[src/rtl/scl_gen_pkg.sv]
package scl_gen_pkg;

  localparam int BIT_CNT_W = 4;
  localparam logic [BIT_CNT_W-1:0] LAST_BIT = 4'd9;
  localparam logic [BIT_CNT_W-1:0] WAIT_BIT = 4'd8;

  typedef enum logic [2:0] {
    ST_IDLE,
    ST_LOW,
    ST_RISE,
    ST_HIGH,
    ST_HOLD8,
    ST_HOLD9
  } sclState_t;

  // Strobes from control to datapath
  typedef struct packed {
    logic cntLoad;
    logic cntRun;
    logic bitClr;
    logic bitInc;
  } dpStrobe_t;

endpackage

[src/rtl/scl_gen_sync.sv]
module scl_gen_sync #(
  parameter int   STAGES    = 2,
  parameter logic RESET_VAL = 1'b1
) (
  input  logic clk,
  input  logic rst_n,
  input  logic d,
  output logic q
);

  logic [STAGES-1:0] chain;

  always_ff @(posedge clk or negedge rst_n) begin
    if (!rst_n) begin
      chain <= {STAGES{RESET_VAL}};
    end else begin
      chain[0] <= d;
      for (int i = 1; i < STAGES; i++) chain[i] <= chain[i-1];
    end
  end

  assign q = chain[STAGES-1];

endmodule

[src/rtl/scl_gen_datapath.sv]
module scl_gen_datapath
  import scl_gen_pkg::*;
#(
  parameter int CNT_W       = 8,
  parameter int SYNC_STAGES = 2
) (
  input  logic                 clk,
  input  logic                 rst_n,
  input  logic [CNT_W-1:0]     reloadVal,
  input  logic                 sclIn,
  input  logic                 sdaIn,
  input  dpStrobe_t            strobe,
  output logic                 cntZero,
  output logic                 sclSync,
  output logic                 sclRise,
  output logic                 sclFall,
  output logic                 stopSeen,
  output logic [BIT_CNT_W-1:0] bitCount
);

  localparam int NUM_PINS = 2;
  localparam int PIN_SCL  = 0;
  localparam int PIN_SDA  = 1;

  logic [NUM_PINS-1:0] pinRaw;
  logic [NUM_PINS-1:0] pinSync;
  logic [NUM_PINS-1:0] pinPrev;
  logic [CNT_W-1:0]    phaseCnt;

  assign pinRaw[PIN_SCL] = sclIn;
  assign pinRaw[PIN_SDA] = sdaIn;

  for (genvar p = 0; p < NUM_PINS; p++) begin : g_pin
    scl_gen_sync #(
      .STAGES   (SYNC_STAGES),
      .RESET_VAL(1'b1)
    ) u_sync (
      .clk  (clk),
      .rst_n(rst_n),
      .d    (pinRaw[p]),
      .q    (pinSync[p])
    );
  end

  always_ff @(posedge clk or negedge rst_n) begin
    if (!rst_n) pinPrev <= '1;
    else        pinPrev <= pinSync;
  end

  assign sclSync  = pinSync[PIN_SCL];
  assign sclRise  = pinSync[PIN_SCL] & ~pinPrev[PIN_SCL];
  assign sclFall  = ~pinSync[PIN_SCL] & pinPrev[PIN_SCL];
  assign stopSeen = pinSync[PIN_SDA] & ~pinPrev[PIN_SDA] & pinSync[PIN_SCL];

  // Phase down-counter
  always_ff @(posedge clk or negedge rst_n) begin
    if (!rst_n) begin
      phaseCnt <= '0;
    end else if (strobe.cntLoad) begin
      phaseCnt <= reloadVal;
    end else if (strobe.cntRun && phaseCnt != '0) begin
      phaseCnt <= phaseCnt - 1'b1;
    end
  end

  assign cntZero = (phaseCnt == '0);

  // Bit clock counter
  always_ff @(posedge clk or negedge rst_n) begin
    if (!rst_n) begin
      bitCount <= '0;
    end else if (strobe.bitClr) begin
      bitCount <= '0;
    end else if (strobe.bitInc) begin
      bitCount <= bitCount + 1'b1;
    end
  end

  assert_reload_R2: assert property (@(posedge clk) disable iff (!rst_n)
    strobe.cntLoad |=> phaseCnt == $past(reloadVal));

  assert_bit_step_R6: assert property (@(posedge clk) disable iff (!rst_n)
    (strobe.bitInc && !strobe.bitClr) |=> bitCount == $past(bitCount) + 4'd1);

  assert_bit_range_R6: assert property (@(posedge clk) disable iff (!rst_n)
    bitCount <= LAST_BIT);

endmodule

[src/rtl/scl_gen_control.sv]
module scl_gen_control
  import scl_gen_pkg::*;
(
  input  logic                 clk,
  input  logic                 rst_n,
  input  logic                 syncEff,
  input  logic                 waitAfter8,
  input  logic                 waitAfter9,
  input  logic                 stopRelease,
  input  logic                 byteStart,
  input  logic                 cntZero,
  input  logic                 sclSync,
  input  logic                 sclRise,
  input  logic                 sclFall,
  input  logic                 stopSeen,
  input  logic [BIT_CNT_W-1:0] bitCount,
  output dpStrobe_t            strobe,
  output logic                 sclDriveLow,
  output logic                 byteDone
);

  sclState_t state, stateNext;
  logic      abortByte;
  logic      highEnd;

  assign abortByte = stopRelease && stopSeen && (state != ST_IDLE);
  assign highEnd   = cntZero || (syncEff && sclFall);

  always_comb begin
    stateNext = state;
    strobe    = '0;
    byteDone  = 1'b0;
    if (abortByte) begin
      stateNext = ST_IDLE;
    end else begin
      unique case (state)
        ST_IDLE: begin
          if (byteStart) begin
            stateNext      = ST_LOW;
            strobe.cntLoad = 1'b1;
            strobe.bitClr  = 1'b1;
          end
        end
        ST_LOW: begin
          if (cntZero) begin
            strobe.bitInc  = 1'b1;
            strobe.cntLoad = 1'b1;
            stateNext      = syncEff ? ST_RISE : ST_HIGH;
          end else begin
            strobe.cntRun = 1'b1;
          end
        end
        ST_RISE: begin
          if (sclRise) begin
            strobe.cntLoad = 1'b1;
            stateNext      = ST_HIGH;
          end
        end
        ST_HIGH: begin
          if (highEnd) begin
            if (bitCount == LAST_BIT) begin
              byteDone  = 1'b1;
              stateNext = waitAfter9 ? ST_HOLD9 : ST_IDLE;
            end else if (bitCount == WAIT_BIT && waitAfter8) begin
              stateNext = ST_HOLD8;
            end else begin
              strobe.cntLoad = 1'b1;
              stateNext      = ST_LOW;
            end
          end else begin
            strobe.cntRun = 1'b1;
          end
        end
        ST_HOLD8: begin
          if (!waitAfter8) begin
            strobe.cntLoad = 1'b1;
            stateNext      = ST_LOW;
          end
        end
        ST_HOLD9: begin
          if (!waitAfter9) stateNext = ST_IDLE;
        end
        default: stateNext = ST_IDLE;
      endcase
    end
  end

  always_ff @(posedge clk or negedge rst_n) begin
    if (!rst_n) state <= ST_IDLE;
    else        state <= stateNext;
  end

  assign sclDriveLow = (state == ST_LOW) || (state == ST_HOLD8) || (state == ST_HOLD9);

  assert_rise_wait_R4: assert property (@(posedge clk) disable iff (!rst_n)
    (state == ST_RISE && !sclSync) |=> state == ST_RISE);

  assert_hold_eight_R7: assert property (@(posedge clk) disable iff (!rst_n)
    (state == ST_HOLD8 && waitAfter8 && !abortByte) |=> sclDriveLow);

  assert_hold_nine_R8: assert property (@(posedge clk) disable iff (!rst_n)
    (state == ST_HOLD9 && waitAfter9 && !abortByte) |=> sclDriveLow);

  assert_stop_release_R10: assert property (@(posedge clk) disable iff (!rst_n)
    abortByte |=> !sclDriveLow);

  assert_done_pulse_R6: assert property (@(posedge clk) disable iff (!rst_n)
    byteDone |=> !byteDone);

endmodule

[src/rtl/scl_clock_gen.sv]
module scl_clock_gen
  import scl_gen_pkg::*;
#(
  parameter int CNT_W       = 8,
  parameter int SYNC_STAGES = 2
) (
  input  logic                 clk,
  input  logic                 rst_n,
  input  logic [CNT_W-1:0]     reloadVal,
  input  logic                 syncEnable,
  input  logic                 extClockSel,
  input  logic                 waitAfter8,
  input  logic                 waitAfter9,
  input  logic                 stopRelease,
  input  logic                 byteStart,
  input  logic                 sclIn,
  input  logic                 sdaIn,
  output logic                 sclDriveLow,
  output logic                 effClk,
  output logic                 syncEffective,
  output logic [BIT_CNT_W-1:0] bitCount,
  output logic                 byteDone,
  output logic                 stopDetected
);

  dpStrobe_t strobe;
  logic      cntZero;
  logic      sclSync;
  logic      sclRise;
  logic      sclFall;
  logic      stopSeen;

  assign syncEffective = syncEnable & ~extClockSel;

  scl_gen_datapath #(
    .CNT_W      (CNT_W),
    .SYNC_STAGES(SYNC_STAGES)
  ) u_dp (
    .clk      (clk),
    .rst_n    (rst_n),
    .reloadVal(reloadVal),
    .sclIn    (sclIn),
    .sdaIn    (sdaIn),
    .strobe   (strobe),
    .cntZero  (cntZero),
    .sclSync  (sclSync),
    .sclRise  (sclRise),
    .sclFall  (sclFall),
    .stopSeen (stopSeen),
    .bitCount (bitCount)
  );

  scl_gen_control u_ctl (
    .clk        (clk),
    .rst_n      (rst_n),
    .syncEff    (syncEffective),
    .waitAfter8 (waitAfter8),
    .waitAfter9 (waitAfter9),
    .stopRelease(stopRelease),
    .byteStart  (byteStart),
    .cntZero    (cntZero),
    .sclSync    (sclSync),
    .sclRise    (sclRise),
    .sclFall    (sclFall),
    .stopSeen   (stopSeen),
    .bitCount   (bitCount),
    .strobe     (strobe),
    .sclDriveLow(sclDriveLow),
    .byteDone   (byteDone)
  );

  assign effClk       = ~sclDriveLow & sclSync;
  assign stopDetected = stopSeen;

  assert_eff_clock_R11: assert property (@(posedge clk) disable iff (!rst_n)
    effClk |-> !sclDriveLow);

endmodule

[config.mk]
export PLATFORM = sky130hd
export DESIGN_NAME = scl_clock_gen
export DESIGN_NICKNAME = d
export VERILOG_FILES = /design/src/rtl/scl_gen_pkg.sv /design/src/rtl/scl_gen_sync.sv /design/src/rtl/scl_gen_datapath.sv /design/src/rtl/scl_gen_control.sv /design/src/rtl/scl_clock_gen.sv
export SDC_FILE = /design/constraint.sdc
export NUM_CORES = 1
export LEC_CHECK = 0
export CORE_UTILIZATION = 50
export DETAILED_ROUTE_END_ITERATION = 8
export PLACE_DENSITY = 0.88
export SLEW_MARGIN = 20
export SYNTH_ARGS = -nofsm -noshare
export SYNTH_HDL_FRONTEND = slang
export SYNTH_HIERARCHICAL = 1
export SYNTH_SLANG_ARGS = --single-unit
[constraint.sdc]
create_clock -name clk -period 3.03 [get_ports clk]
set_input_delay 0.606 -clock clk [delete_from_list [all_inputs] [get_ports clk]]
set_output_delay 0.606 -clock clk [all_outputs]
set_load 0.1 [all_outputs]
# Word-level counts from Yosys, hierarchy flattened
# Cells that the tools add are included.
# op_classes
n_eq_ne,13
add_sub_neg,2
n_mux,34
reduce_logical,15
n_bitwise,11
# ops
cell,n
$mux W3,10
$pmux W3 S6,1
$mux W1,16
$mux W8,2
$mux W4,3
$ne A3 B2 Y1 const B,4
$eq A4 B4 Y1 const B,2
$logic_not A8 Y1,1
$reduce_bool A8 Y1,1
$sub A8 B1 Y8 const B,1
$and A1 B1 Y1,6
$eq A3 B2 Y1 const B,2
$eq A3 B3 Y1 const B,2
$ne A3 B1 Y1 const B,2
$reduce_and A6 Y1,1
$logic_and A1 B1 Y1,5
$not A1 Y1,5
$pmux W1 S5,1
$add A4 B1 Y4 const B,1
$reduce_bool A2 Y1,2
$eq A3 B1 Y1 const B,1
$logic_not A3 Y1,1
$logic_or A1 B1 Y1,3
$reduce_bool A3 Y1,1
$pmux W1 S2,1
# word_totals
elab_cells,81
regBits,21
input_bits,18

# Longest topological paths before layout
# depth
ltp_word,10
depth_mapped,13
ltp_nobuf,12

# Cells and area by module
# The synthesis kept the hierarchy.
# modules_own_cells
mod,seq_area_each_um2,area_per_inst_um2,n_inst,cells_each
scl_gen_datapath,352.8,809.5,1,83
scl_gen_control,75.1,392.9,1,53
scl_gen_sync,52.6,52.6,2,2
scl_clock_gen,0.0,27.5,1,2

# Worst setup path after synthesis
# No wires, ideal clock.
# synth_timing
path_type,register to output
start,register u_dp.g_pin[0].u_sync.chain[1]
end,output port byteDone
t_arrival_ps,2353
n_path_buf,0
path_slack_ps,71
required_time_ps,2424
path_stages_with_launch,6
path_cell_list,dfstp_2 > and3b_1 > nand2_1 > nand2b_1 > nor2_1 > and3_1
# synth_rtl
element,line_no,text
"start, declared",scl_gen_sync.sv:11,logic [STAGES-1:0] chain;
"start signal, assigned",scl_gen_sync.sv:15,chain <= {STAGES{RESET_VAL}};
$and A1 B1 Y1,scl_gen_datapath.sv:53,assign stopSeen = pinSync[PIN_SDA] & ~pinPrev[PIN_SDA] & pinSync[PIN_SCL];
named net stopDetected,scl_clock_gen.sv:23,output logic stopDetected
$logic_and A1 B1 Y1 (2 in a row),scl_gen_control.sv:26,assign abortByte = stopRelease && stopSeen && (state != ST_IDLE);
$mux W1,scl_gen_control.sv:33,if (abortByte) begin
"end, declared",scl_clock_gen.sv:22,"output logic byteDone,"
# The timed path passes the listed nets, and every way through them passes these cells.

# Worst setup path in the final report
# layout_timing
start,register u_dp.phaseCnt[0]
end,output port byteDone
# layout_via
elab_chain_len,5
# layout_lines
element,line_no,text
"start, declared",scl_gen_datapath.sv:28,logic [CNT_W-1:0] phaseCnt;
"start signal, assigned",scl_gen_datapath.sv:60,phaseCnt <= reloadVal;
"start signal, assigned",scl_gen_datapath.sv:62,phaseCnt <= phaseCnt - 1'b1;
$logic_not A8 Y1,scl_gen_datapath.sv:66,assign cntZero = (phaseCnt == '0);
named net cntZero,scl_clock_gen.sv:27,logic cntZero;
$logic_or A1 B1 Y1,scl_gen_control.sv:27,assign highEnd = cntZero || (syncEff && sclFall);
$mux W1,scl_gen_control.sv:60,if (highEnd) begin
$mux W1,scl_gen_control.sv:36,unique case (state)
$mux W1,scl_gen_control.sv:33,
# The timed path passes the listed nets, and every way through them passes these cells.

==> results_dict.tcl <==
set metrics [dict create \
    drt_iter0_markers 31 \
    p_per_area_mw_per_mm2 836 \
    ys_warn_count 6 \
    gp_congestion 0.911 \
    postLayoutCoreUtil_pct 65.6 \
    grt_max_degree 22 \
    start_util_pct 53.4 \
    track_usage_pct 23.1 \
    antenna_found_initial 0 \
    first_pass_iters 4 \
    worst_clock_skew_ps 1.08 \
    syn_nets 163 \
    portBuffers 26 \
    root_buffer "clkbuf_4" \
    ys.flop_type "dfrtp_1" \
    max-slew-margin-rel_pct 36.5 \
    die_h_um 53.7 \
    cts_max_level 1 \
    irDropWorstVdd_v 0.000539 \
    antenna_cells 0 \
    rsz0062_at_grt "false" \
    final_nets 190 \
    fin_crit_sh_pct 94.1 \
    slew_violations 0 \
    fin_setup_tns_ps 0 \
    tritoncts "built" \
    critPathRequiredTime_ps 2420 \
    grt_remaining_overflow 0 \
    cp.arrival_ps 2240 \
    route.antenna.remaining_nets 0 \
    clockBufferDepth 2 \
    setup_viol 0 \
    ys_seq_area_share_pct 39.9 \
    syn_to_final_growth_pct 22.9 \
    rows 18 \
    crit_type "flop to output port" \
    tightest_slew_ps 950 \
    wire_per_inst_um 14.6 \
    cpPeakStageDelay_ps 440 \
    avgViaCountPerCell 6.09 \
    cts.sinks 21 \
    fin_crit_ps 2850 \
    die-area_mm2 0.00288 \
    end_kind "output port" \
    layout-drive-gt1-share_pct 19.0 \
    start_kind "flop" \
    cts_hold_buf 0 \
    path_max_fanout 5 \
    synth_edf_count 0 \
    synth_area_mm2 0.00134 \
    place_area_mm2 0.00160 \
    worstPathCellList "inv_1, ha_1, or3b_4, nor2_4, a21oi_1, nor2_2, and3_1, buf_12" \
    syn_avg_cell_area_um2 9.40 \
    synth_seq_cells 21 \
    timing.max_cap.violations 0 \
    fp.coreArea_mm2 0.00250 \
    clock_latency_ps 300 \
    dp_hpwl_um 2170 \
    ios 27 \
    async_flop_share_pct 100 \
    pre_cts_ws_ps -1.41 \
    critical_path.slowest_cell "dfrtp_1" \
    grt_pass1_wl_um 4800 \
    drc_errors 0 \
    wirelength_um 2900 \
    timing.final.ws_setup_ps 180 \
    p_leak_nw 0.674 \
    grt_pass1_vias 1145 \
    hold_class "flop to flop" \
    hold_viol_final 0 \
    cts_buffers 3 \
    netlist_instances 142 \
    clk_pin_slew_ps 110 \
    max_freq_ghz 0.351 \
    vias 1206 \
    status "complete, no violations" \
    fin_area_mm2 0.00164 \
    synth_cell_type_count 50 \
    fp.dieW_um 53.7 \
]
## cell families after synthesis
group	share of synthesized area [%]
and+or+nand+nor	28.9
AOI/OAI and AO/OA	16.8
DFF	39.9
buffers and inverters	4.97
muxes	4.69
xor gates and xnor gates	1.97
adders and majority gates	2.81
## flip-flops by register name (all words and copies together) (netlist names)
name                     flops
u_dp/phaseCnt                8
u_dp/g_pin.u_sync/chain      4
u_ctl/state                  3
u_dp/pinPrev                 2
u_dp/bitCount                4
## cell type report
| cell class | instances | area (µm²) |
|---|---|---|
| clock buffers | 4 | 26.3 |
| fillers | 206 | 860 |
| inverters | 6 | 22.5 |
| multi-input cells | 108 | 748 |
| flip-flops and latches | 21 | 533 |
| well taps | 30 | 37.5 |
| repair buffers | 29 | 273 |
## per-layer routing
metal | GRT usage, % | share of wire [%] | vias up
met5 | 0 | 0 | -
met4 | 12.3 | 1.8 | 0
met3 | 5.08 | 5.8 | 8
met2 | 38.1 | 49 | 52
met1 | 27.8 | 44 | 575
li1 | - | - | 571
## worst paths after layout
kind / endpoint / slack (ps) / startpoint / cells after the start
max reg2reg: u_dp/phaseCnt[0]$_DFFE_PN0P_ / 220 / u_dp/phaseCnt[0]$_DFFE_PN0P_ / 13
min in group asynchronous: u_dp/bitCount[2]$_DFFE_PN0P_ / 820 / rst_n / 1
min: u_dp/g_pin[1].u_sync/chain[1]$_DFF_PN1_ / 360 / u_dp/g_pin[1].u_sync/chain[0]$_DFF_PN1_ / 0
max: byteDone / 180 / u_dp/phaseCnt[0]$_DFFE_PN0P_ / 8
min reg2reg: u_dp/g_pin[1].u_sync/chain[1]$_DFF_PN1_ / 360 / u_dp/g_pin[1].u_sync/chain[0]$_DFF_PN1_ / 0
max in group asynchronous: u_dp/phaseCnt[0]$_DFFE_PN0P_ / 1630 / rst_n / 1
## synth_stat cells (3+ instances only)
cell | number | area [µm²]
nand2b_1 | 4 | 25.0
nand2_1 | 9 | 33.8
nand3_1 | 4 | 20.0
o21ai_0 | 3 | 15.0
ha_1 | 3 | 37.5
dfstp_2 | 6 | 158
inv_1 | 6 | 22.5
nor3b_1 | 3 | 22.5
mux2i_1 | 4 | 40.0
nor2_1 | 18 | 67.6
o211ai_1 | 3 | 22.5
nor3_1 | 4 | 20.0
a21oi_1 | 6 | 30.0
dfrtp_1 | 15 | 375
nor2b_1 | 3 | 18.8
## layout by cell type, fill, tap and decap left out, types with 3 or more instances in the layout
cell type	instances
a21oi_1	6
nand3_1	4
clkbuf_4	3
mux2i_1	4
nor3b_1	3
dfrtp_1	15
inv_1	5
nor2b_1	3
clkdlybuf4s50_1	17
o211ai_1	3
nor3_1	4
buf_4	11
nor2_1	16
o21ai_0	3
nand2_1	9
ha_1	3
dfstp_2	6
nand2b_1	4
## worst max-delay path: cells and delay by family, from the launching register on
family,cells,cell delay (ps)
AO/OA/AOI/OAI,1,80
adder cells (fa/ha/maj),1,190
buffers and inverters,2,290
flip-flops,1,440
AND/OR/NAND/NOR,4,940
## stage by stage
step | hold slack (ps) | std cells | total power, mW
2_1_floorplan | 310 | 142 | 1.07
3_3_place_gp | 345 | 194 | 1.20
3_5_place_dp | 347 | 194 | 1.22
4_1_cts | 366 | 198 | 1.37
5_1_grt | 368 | 198 | 1.48
6_report | 364 | 198 | 1.37
## where the power goes
| group | internal, mW | switching [mW] |
|---|---|---|
| registers | 0.365 | 0.139 |
| clock network | 0.0513 | 0.0829 |
| logic | 0.290 | 0.443 |
## repair_timing
item,in CTS,in global routing
resized for setup,2,3
buffers inserted,0,0
setup endpoints to repair,3,9
endpoints found under the hold margin,0,0
cloned,0,0
pin swaps,0,0
Note: power is estimated with default switching activity, not from simulation.
